===== config.mk =====
export PLATFORM = sky130hd
export DESIGN_NAME = casc_tmr
export DESIGN_NICKNAME = d
export VERILOG_FILES = /design/src/rtl/casc_tmr_pkg.sv /design/src/rtl/casc_tmr_presc.sv /design/src/rtl/casc_tmr_rise.sv /design/src/rtl/casc_tmr_chan.sv /design/src/rtl/casc_tmr.sv
export SDC_FILE = /design/constraint.sdc
export NUM_CORES = 1
export LEC_CHECK = 0
export ABC_AREA = 0
export BUFFER_PORTS_ARGS = -buffer_cell sky130_fd_sc_hd__buf_4
export CORE_UTILIZATION = 52
export CTS_CLUSTER_DIAMETER = 60
export DETAILED_ROUTE_END_ITERATION = 8
export PLACE_DENSITY = 0.73
export SYNTH_ARGS = -nofsm -noshare
export SYNTH_HDL_FRONTEND = slang
export SYNTH_SLANG_ARGS = --single-unit

===== constraint.sdc =====
create_clock -name clk -period 3.45 [get_ports clk]
set_clock_uncertainty 0.1 [all_clocks]
set_input_delay 0.69 -clock clk [delete_from_list [all_inputs] [get_ports clk]]
set_output_delay 0.69 -clock clk [all_outputs]
set_load 0.01 [all_outputs]

===== src/rtl/casc_tmr_pkg.sv =====
package casc_tmr_pkg;

  localparam int SEL_W = 2;

  typedef enum logic [1:0] {
    ACT_NONE = 2'b00,
    ACT_SET  = 2'b01,
    ACT_CLR  = 2'b10,
    ACT_TGL  = 2'b11
  } trg_act_e;

  // Count enable fires when the low `sel` bits of the phase are all ones.
  function automatic logic div_hit(input logic [31:0] phase, input logic [31:0] sel);
    logic [31:0] mask;
    mask = (32'd1 << sel) - 32'd1;
    return (phase & mask) == mask;
  endfunction

  // Output line value after a trigger with the given action.
  function automatic logic out_after_trig(input logic cur, input trg_act_e act);
    case (act)
      ACT_SET: return 1'b1;
      ACT_CLR: return 1'b0;
      ACT_TGL: return ~cur;
      default: return cur;
    endcase
  endfunction

endpackage


===== src/rtl/casc_tmr_presc.sv =====
module casc_tmr_presc
  import casc_tmr_pkg::*;
#(
  parameter int SEL_BITS = SEL_W
) (
  input  logic                clk,
  input  logic                rst_n,
  input  logic [SEL_BITS-1:0] sel,
  output logic                tick
);
  localparam int PRE_W = (1 << SEL_BITS) - 1;

  logic [PRE_W-1:0] pre_q;

  always_ff @(posedge clk) begin
    if (!rst_n) pre_q <= '0;
    else        pre_q <= pre_q + 1'b1;
  end

  assign tick = div_hit(32'(pre_q), 32'(sel));
endmodule


===== src/rtl/casc_tmr_rise.sv =====
module casc_tmr_rise (
  input  logic clk,
  input  logic rst_n,
  input  logic sig,
  output logic rise
);
  logic sig_q;

  always_ff @(posedge clk) begin
    if (!rst_n) sig_q <= 1'b0;
    else        sig_q <= sig;
  end

  assign rise = sig & ~sig_q;
endmodule


===== src/rtl/casc_tmr_chan.sv =====
module casc_tmr_chan
  import casc_tmr_pkg::*;
#(
  parameter int CNT_W = 16
) (
  input  logic             clk,
  input  logic             rst_n,
  input  logic             tick,
  input  logic             trig,
  input  logic [1:0]       act,
  output logic [CNT_W-1:0] cnt,
  output logic             out,
  output logic             wrap,
  output logic             clr
);
  localparam logic [CNT_W-1:0] CNT_MAX = '1;

  trg_act_e act_e;
  logic     pend;

  assign act_e = trg_act_e'(act);
  assign clr   = tick & pend;
  assign wrap  = tick & ~pend & (cnt == CNT_MAX);

  always_ff @(posedge clk) begin
    if (!rst_n) begin
      cnt  <= '0;
      pend <= 1'b0;
      out  <= 1'b0;
    end else begin
      if (tick) cnt <= pend ? '0 : cnt + 1'b1;
      pend <= trig | (pend & ~tick);
      if (trig && act_e != ACT_NONE) out <= out_after_trig(out, act_e);
      else if (tick)                 out <= wrap;
    end
  end
endmodule


===== src/rtl/casc_tmr.sv =====
module casc_tmr
  import casc_tmr_pkg::*;
#(
  parameter int CNT_W = 16
) (
  input  logic               clk,
  input  logic               rst_n,
  input  logic [3:0]         cfg_ch0,
  input  logic [3:0]         cfg_ch1,
  input  logic [1:0]         swtrg,
  input  logic               sync,
  output logic [2*CNT_W-1:0] count,
  output logic [1:0]         tc_out
);
  localparam int NCH = 2;

  logic [3:0]       cfg_a   [NCH];
  logic [CNT_W-1:0] cnt_q   [NCH];
  logic [NCH-1:0]   tick_ev;
  logic [NCH-1:0]   trig_ev;
  logic [NCH-1:0]   clr_ev;
  logic [NCH-1:0]   wrap_ev;
  logic             rise0;

  assign cfg_a[0] = cfg_ch0;
  assign cfg_a[1] = cfg_ch1;

  casc_tmr_presc #(.SEL_BITS(SEL_W)) u_pre (
    .clk  (clk),
    .rst_n(rst_n),
    .sel  (cfg_ch0[SEL_W-1:0]),
    .tick (tick_ev[0])
  );

  casc_tmr_rise u_rise (
    .clk  (clk),
    .rst_n(rst_n),
    .sig  (tc_out[0]),
    .rise (rise0)
  );

  assign tick_ev[1] = rise0 & (cfg_ch1[SEL_W-1:0] == '0);

  for (genvar i = 0; i < NCH; i++) begin : g_ch
    assign trig_ev[i] = swtrg[i] | sync;
    casc_tmr_chan #(.CNT_W(CNT_W)) u_ch (
      .clk  (clk),
      .rst_n(rst_n),
      .tick (tick_ev[i]),
      .trig (trig_ev[i]),
      .act  (cfg_a[i][3:2]),
      .cnt  (cnt_q[i]),
      .out  (tc_out[i]),
      .wrap (wrap_ev[i]),
      .clr  (clr_ev[i])
    );
  end

  assign count = {cnt_q[1], cnt_q[0]};
endmodule


# After elaboration in Yosys (flattened, before gate mapping)
# Index checks and enable logic that the tools add are counted.
dict set report word_totals {
  register_bits 40
  latch_bits 0
  ramBits 0
  rom_bits 0
  inputBits 13
  word_cells 61
  memories 0
}
dict set report op_classes {
  addsub 4
  mul 0
  div 0
  magnitude_cmp 0
  eq_ne 11
  shift 1
  n_mux 8
  bitwise_logic 20
  reduce_logical 9
}
# op n
set op_table {}
lappend op_table {{adder 16 x 1 -> 16 bit (second input constant)} 2}
lappend op_table {{bitwise AND 3 x 32 -> 32 bit} 1}
lappend op_table {{== test 16 bit (second input constant)} 2}
lappend op_table {{== test 32 bit} 1}
lappend op_table {{2-to-1 mux 16 bit} 2}
lappend op_table {{<< shifter 1 x 2 -> 32 bit (first input constant)} 1}
lappend op_table {{subtractor 32 x 1 -> 32 bit (second input constant)} 1}
lappend op_table {{bitwise AND 1 bit} 8}
lappend op_table {{== test 2 bit (second input constant)} 4}
lappend op_table {{inequality test 4 bit (second input constant)} 2}
lappend op_table {{nonzero test 2 bit} 4}
lappend op_table {{NOT 1 bit} 7}
lappend op_table {{one-hot mux 1 bit (3 select lines)} 2}
lappend op_table {{== test 2 x 1 -> 1 bit (second input constant)} 2}
lappend op_table {{2-to-1 mux 1 bit} 4}
lappend op_table {{OR 1 bit} 4}
lappend op_table {{AND reduction 2 bit} 2}
lappend op_table {{adder 3 x 1 -> 3 bit (second input constant)} 1}
lappend op_table {{logical AND 1 bit} 2}
lappend op_table {{zero test 2 bit} 1}

# Depth between registers and ports, before layout
# Gate-level depths: netlist of run 1.
dict set report depth {
  depth_word 8
  depth_mapped 8
  ltp_nobuf 6
}

# Hierarchy
# From an unflattened synthesis of run 1, not the netlist that was laid out.
dict set report hier_totals {
  cells_unflattened 232
  hier_area_um2 2067.0
}
# mod n_inst cells_per_inst area_per_inst_um2
set modules_own_cells {}
lappend modules_own_cells {{casc_tmr_chan at g_ch[0].u_ch} 1 106 930.9}
lappend modules_own_cells {{casc_tmr_chan at g_ch[1].u_ch} 1 103 915.9}
lappend modules_own_cells {casc_tmr_presc 1 17 160.2}
lappend modules_own_cells {casc_tmr_rise 1 3 40.0}
lappend modules_own_cells {casc_tmr 1 3 20.0}

# Worst setup path after synthesis of run 1
# OpenSTA, ideal clock, no wires.
dict set report synth_timing {
  path_kind {input-to-reg}
  start {input cfg_ch0[1]}
  end {register g_ch[0].u_ch.cnt[9]}
  setup_time_ns 0.132
  t_arrival_ns 2.316
  required_ns 3.218
  path_slack_ns 0.901
  path_stages 8
  cell_sequence {or2_2 ha_1 nor2_1 or3_1 clkbuf_1 clkbuf_1 o31ai_1 a21oi_1}
}
dict set report synth_via {
  elab_chain_cells 4
}
# item line_no
set synth_lines {}
lappend synth_lines {{start, declared} casc_tmr.sv:8} ;# input logic [3:0] cfg_ch0,
lappend synth_lines {{<< shifter 1 x 2 -> 32 bit *} casc_tmr_pkg.sv:15} ;# mask = (32'd1 << sel) - 32'd1;
lappend synth_lines {{subtractor 32 x 1 -> 32 bit *} casc_tmr_pkg.sv:15}
lappend synth_lines {{bitwise AND 3 x 32 -> 32 bit} casc_tmr_pkg.sv:16} ;# return (phase & mask) == mask;
lappend synth_lines {{== test 32 bit *} casc_tmr_pkg.sv:16}
lappend synth_lines {{end signal, assigned} casc_tmr_chan.sv:31} ;# if (tick) cnt <= pend ? '0 : cnt + 1'b1;
lappend synth_lines {{end, declared} casc_tmr_chan.sv:11} ;# output logic [CNT_W-1:0] cnt,
# Every way passes the cells marked *; elsewhere a longest branch is shown, timed or not.
# A chain may end at the register's enable or synchronous reset.

# Worst setup path in the final report of run 1
dict set report layout_timing {
  start {input cfg_ch0[1]}
  end {register g_ch[0].u_ch.cnt[8]}
}
# Same word-level chain as after synthesis.

==> qor.txt, run 1 <==
status -> complete, no violations
total wire length -> 6046 um
RSZ-0062 raised after global routing -> false
Critical Path Sink Type -> register
drt drc -> 0
slowest CP cell -> or3_1
GR Overflow Total -> 0
CTS Buffer Depth -> 2
top post-synthesis cells by area -> dfxtp_1, ha_1, a21oi_1
Die Area -> 0.004896 sq mm
Worst Setup Start Kind -> primary input
post-placement cell area -> 0.002733 sq mm
core area -> 0.004384 sq mm
PwrDens -> 321.2 mW/mm^2
CP Max Fanout -> 17
post-synth cell types -> 47
Max Cap Viol -> 0
worst reg2reg setup slack -> 1290 ps
P_leak -> 1.023 nW
Synth Register Bits -> 40
most frequent cell after synthesis -> dfxtp_1
Worst Max-Slew Pin Slew -> 695.4 ps
Initial Utilization -> 54.79%
Worst EP arrival -> 2590 ps
number of global-route vias before repair -> 2233
Root Driver -> clkbuf_8
Routed WL per cell -> 15.58 um
Setup Viol. Count Final -> 0
Die Wd -> 69.97 um
count of flip-flops with a built-in enable after synthesis -> 0
initial antenna violation count -> 0
worst min path class -> reg2reg
Util after Layout -> 64.10%
DRT iter0 DRCs -> 252
post-route cell area -> 0.002810 sq mm
largest net degree at the start of global routing -> 25
Synth Cell Area -> 0.002402 sq mm
Pwr Total -> 902.6 uW
Reg power frac -> 53.8%
vias post-DR -> 2506
Row Count -> 24
combinational power share -> 12.3%
clock network power share -> 33.9%
Hold Vio Cnt, Final -> 0
nets -> 359
Cell Chain, Critical Path -> buf_4, or2_2, ha_1, nor2_1, or3_1, o311ai_1, o41ai_1
Max-slew headroom -> 53.58%
Worst-Skew Late Latency -> 300 ps
io pins -> 47
post-synthesis async set-or-reset flop share -> 0%
area grow syn2layout -> 16.98%
Worst-path clk slew -> 80 ps
antenna-violating nets left -> 0
HPWL Detailed -> 4045 um
Synth top area share -> 33.33%
Post-CTS Setup Inserts -> 0
Fmax -> 0.3980 GHz
Final Max Slew Viols -> 0
CTS tree -> yes
first-pass GRT wire length -> 10300 um
Post-synth top cells -> dfxtp_1, a21oi_1, clkbuf_1
final period utilization -> 72.82%
Hold-fix buffers, CTS -> 0
crit-path max cell delay -> 670 ps
all-layer global routing usage -> 25.53%
Vias per Instance -> 6.459
VDD IR max -> 0.2224 mV
Antenna Cells -> 0
top cell type by total area after synthesis -> dfxtp_1
total negative slack -> 0 ps
crit path time final -> 2512 ps
GPL Wtd Cong -> 0.8638
H-tree Lvls -> 2
filler instances -> 410
fraction of layout cells with a size suffix above 1 -> 18.15%
internal power -> 652.1 uW
Syn Area/Cell -> 7.902 sq um
Net Count, Synth -> 327
hold slack -> 385.4 ps
CTS buffer count -> 5
Synth Flop Type -> dfxtp_1
PostCTS Resize Cnt -> 0
Seq/Total Area, Yosys -> 33.33%
Sink Count -> 40
Die H -> 69.97 um
Cells after Synth -> 304
CP required -> 3530 ps
Port-buffer cells -> 46
synth warn -> 0
Worst Path Class, Setup -> in2reg
TritonRoute pass-1 iters -> 5
Switching Fraction -> 27.75%
Net Sw Power -> 250.4 uW
-- power groups by stage --
stage,Combinational [mW],Clock (mW),Sequential [mW]
finish,0.111,0.306,0.486
global placement,0.107,0,0.497
global route,0.124,0.330,0.488
floorplan,0.0811,0,0.488
CTS,0.109,0.311,0.485
detailed placement,0.108,0,0.496
-- cells in the final DEF, fill, tap and decap left out, drive strengths merged, types with 2 or more instances in the layout --
master  count
and4        4
inv        10
nand3      14
dfxtp      40
and2        6
ha         10
buf        50
o311ai      5
or4         4
nor3        4
or2         3
o211ai      7
a31oi      13
nor2b       6
or3b        3
o41ai       4
a21oi      22
nor2       16
or4b        2
and3        8
or3         8
nand4      17
clkbuf      6
nand4b      3
a41oi       4
clkinv      2
nand3b      3
o21ai      23
nor4        8
nor3b       2
nand2      15
o31ai       4
-- flip-flops by register name, summed over array words and instances, names as in the netlist --
signal,cells
g_ch.u_ch.cnt,32
u_pre.pre_q,3
u_rise.sig_q,1
g_ch.u_ch.out,2
g_ch.u_ch.pend,2
-- kinds of logic after synthesis --
family | synth area share [%]
AOI/OAI and AO/OA | 23.65
muxes | 0.4167
and+or+nand+nor | 30.73
DFF | 33.33
xor gates and xnor gates | 0.3646
buffers and inverters | 6.301
adders and majority gates | 5.208
-- path summary, 6_finish.rpt --
| path | start | endpoint | cells past startpoint |
|---|---|---|---|
| hold / removal | u_pre.pre_q[0] | u_pre.pre_q[0] | 1 |
| hold reg to reg | u_pre.pre_q[0] | u_pre.pre_q[0] | 1 |
| setup reg to reg | g_ch[0].u_ch.out | g_ch[1].u_ch.cnt[15] | 4 |
| setup / recovery | cfg_ch0[1] | g_ch[0].u_ch.cnt[8] | 7 |
-- worst max-delay path: cells and delay by family --
kind,cells,cell delay (ps)
AOI/OAI and AO/OA,2,480
adders and majority gates,1,280
buffers and inverters,1,120
and+or+nand+nor,3,1020
-- layer usage --
metal / part of all wire, % / GRT usage [%]
met1: 46 / 32.49
met5: 0 / 0
met2: 47 / 42.95
met4: 1.2 / 9.333
met3: 5.6 / 4.762
-- metrics by stage --
step / cells / worst slack (ps)
after global routing: 388 / 824.5
after floorplan: 304 / 901.5
after global placement: 381 / 686.4
final: 388 / 937.6
after detailed placement: 381 / 647.7
after CTS: 388 / 967.6
-- area by class of cell --
type / instances / area, sq um / area share [%]
clock buffers: 6 / 72.57 / 2.582
multi-input cells: 228 / 1450 / 51.60
inverters: 11 / 41.29 / 1.469
repair buffers: 50 / 375.4 / 13.36
clock inverters: 1 / 5.005 / 0.1781
flip-flops and latches: 40 / 800.8 / 28.50
well taps: 52 / 65.06 / 2.315
(Power assumes the default switching activity.)
==> run 2, diff against run 1 <==
==> constraint.sdc (replaced) <==
create_clock -name clk -period 2.5 [get_ports clk]
set_clock_uncertainty 0.1 [all_clocks]
set_input_delay 0.5 -clock clk [delete_from_list [all_inputs] [get_ports clk]]
set_output_delay 0.5 -clock clk [all_outputs]
set_load 0.01 [all_outputs]
==> run 2 against run 1 <==
Against the previous run:
- wire length down 0.79%
- non-clock buffer count up 4
- count of clock-buffer cells in the layout increased by 1
- clock power is 93% higher
- global-route usage increased by 0.17 points
- register-to-register slack got worse by 830 ps
- sequential share of layout area fell by 0.78 points
- design area grew 2.8%
- hold slack worse by 33 ps
- sequential cell count unchanged
- critical path depth grew 1
- die area unchanged
- critical endpoint is now g_ch[0].u_ch.cnt[9]
==> qor.txt, run 2 (synthesis gave the netlist of run 1 again) <==
CTS buffer count -> 5 (unchanged)
Initial Utilization -> 54.79% (unchanged)
antenna-violating nets left -> 0 (unchanged)
Most flops, register -> g_ch.u_ch.cnt
Critical Path Sink Type -> register
CP required -> 2630 ps (-900 ps)
Worst EP arrival -> 2260 ps (-330 ps)
GPL Wtd Cong -> 0.8921 (+3.3%)
Post-CTS Setup Inserts -> 0 (unchanged)
first-pass GRT wire length -> 10370 um (+0.67%)
Pwr Total -> 1.416 mW (+57%)
Port-buffer cells -> 46 (unchanged)
CP Buf/Inv Count -> 2 (+1)
RSZ-0062 raised after global routing -> false
crit path time final -> 2130 ps
fraction of layout cells with a size suffix above 1 -> 19.65% (+1.5 points)
all-layer global routing usage -> 25.70% (+0.17 points)
core area -> 0.004384 sq mm (unchanged)
post-placement cell area -> 0.002763 sq mm (+1.1%)
CTS tree -> yes
Max Cap Viol -> 0 (unchanged)
io pins -> 47 (unchanged)
worst min path class -> in2reg
vias post-DR -> 2453 (-2.1%)
Hold-fix buffers, CTS -> 0 (unchanged)
Vias per Instance -> 6.242 (-3.4%)
Worst Path Class, Setup -> in2reg
P_leak -> 1.065 nW (+4.1%)
slowest CP cell -> or4b_1
Antenna Cells -> 0 (unchanged)
leading cell types in the layout, fill and taps excluded -> buf_4, dfxtp_1, a21oi_1
final period utilization -> 85.20%
Worst-path clk slew -> 80 ps (about the same)
drt drc -> 0 (unchanged)
PwrDens -> 490.1 mW/mm^2 (+53%)
nets -> 363 (+1.1%)
commonest non-fill, non-tap cell in the layout -> buf_4
largest registers -> g_ch.u_ch.cnt (32), u_pre.pre_q (3)
TritonRoute pass-1 iters -> 5 (unchanged)
Setup Viol. Count Final -> 0 (unchanged)
Largest delay share family, worst path -> simple AND/OR/NAND/NOR gates
post-route cell area -> 0.002889 sq mm (+2.8%)
Row Count -> 24 (unchanged)
Util after Layout -> 65.90% (+1.8 points)
CP Max Fanout -> 6 (-11)
HPWL Detailed -> 4114 um (+1.7%)
Worst Max-Slew Pin Slew -> 656.4 ps (-39.01 ps)
Die Wd -> 69.97 um (unchanged)
initial antenna violation count -> 0 (unchanged)
Max-slew headroom -> 56.18% (+2.6 points)
Sink Count -> 40 (unchanged)
Routed WL per cell -> 15.26 um (-2.1%)
status -> complete, no violations
max FFs per register -> 32 (unchanged)
GR Overflow Total -> 0 (unchanged)
H-tree Lvls -> 2 (unchanged)
Die Area -> 0.004896 sq mm (unchanged)
Final Max Slew Viols -> 0 (unchanged)
Final WS setup -> 370.0 ps (-567.6 ps)
PostCTS Resize Cnt -> 0 (unchanged)
Cell Chain, Critical Path -> buf_4, or2_2, ha_1, nor2_1, nor4_1, buf_4, or4b_1, a21oi_1
crit-path max cell delay -> 430 ps (-240 ps)
DRT iter0 DRCs -> 220 (-13%)
CTS Buffer Depth -> 2 (unchanged)
Worst-Skew Late Latency -> 300 ps (about the same)
CP most frequent cell -> buf_4
total wire length -> 5998 um (-0.79%)
dpl ws -> 69.88 ps (-577.8 ps)
Die H -> 69.97 um (unchanged)
area grow syn2layout -> 20.26%
Hold Vio Cnt, Final -> 0 (unchanged)
total negative slack -> 0 ps (unchanged)
VDD IR max -> 0.3403 mV (+53%)
number of global-route vias before repair -> 2256 (+1.0%)
largest net degree at the start of global routing -> 25 (unchanged)
Worst Setup Start Kind -> primary input
Fmax -> 0.4695 GHz
Root Driver -> clkbuf_8
==> run 2: cell count changes in the layout (fill, tap and decap cells not counted) <==
cell and delta:
clkbuf_1 -1, clkbuf_8 +2, buf_4 +4, clkinv_2 -1, bufinv_16 +1
==> run 2: per-layer routing <==
metal / vias up / share of wire (%) / wire length, um / GRT usage (%)
met5: - / 0 / 0 / 0
met4: 0 / 1.1 / 66 / 7.556
met3: 5 / 4.7 / 282 / 4.906
met2: 68 / 49 / 2917 / 43.59
met1: 1150 / 46 / 2731 / 33.06
li1: 1230 / - / - / -
==> run 2: final timing paths <==
kind	startpoint	to	slack (ps)	depth (start not counted)
hold reg to reg	u_pre.pre_q[0]	u_pre.pre_q[0]	380	1
setup / recovery	cfg_ch0[1]	g_ch[0].u_ch.cnt[9]	370	8
setup reg to reg	g_ch[0].u_ch.out	g_ch[1].u_ch.cnt[8]	460	5
hold / removal	swtrg[0]	g_ch[0].u_ch.pend	350	3
==> run 2: worst register-to-register path, stage by stage, from the launching register on <==
cell and delay [ps]:
dfxtp_1 410, or4b_1 490, or2_1 270, buf_4 180, or4_1 400, a21oi_1 140
==> run 2: area by class of cell <==
cell class              count  area (sq um)
repair buffers             54         405.4
fillers                   413          1495
well taps                  52         65.06
clock buffers               7         96.34
flip-flops and latches     40         800.8
multi-input cells         228          1450
clock inverters             1         30.03
inverters                  11         41.29
==> run 2: where the power goes <==
group	switching [mW]	leakage, nW	internal, mW
Sequential	0.0209	0.324	0.649
Clock	0.237	0.0645	0.353
Combinational	0.0904	0.676	0.0657
==> run 2: metrics by stage <==
| step | instances | hold slack, ps |
|---|---|---|
| 6_report | 393 | 351.9 |
| 3_5_place_dp | 385 | 372.4 |
| 5_1_grt | 393 | 367.6 |
| 2_1_floorplan | 304 | 329.8 |
| 3_3_place_gp | 385 | 361.8 |
| 4_1_cts | 393 | 354.7 |
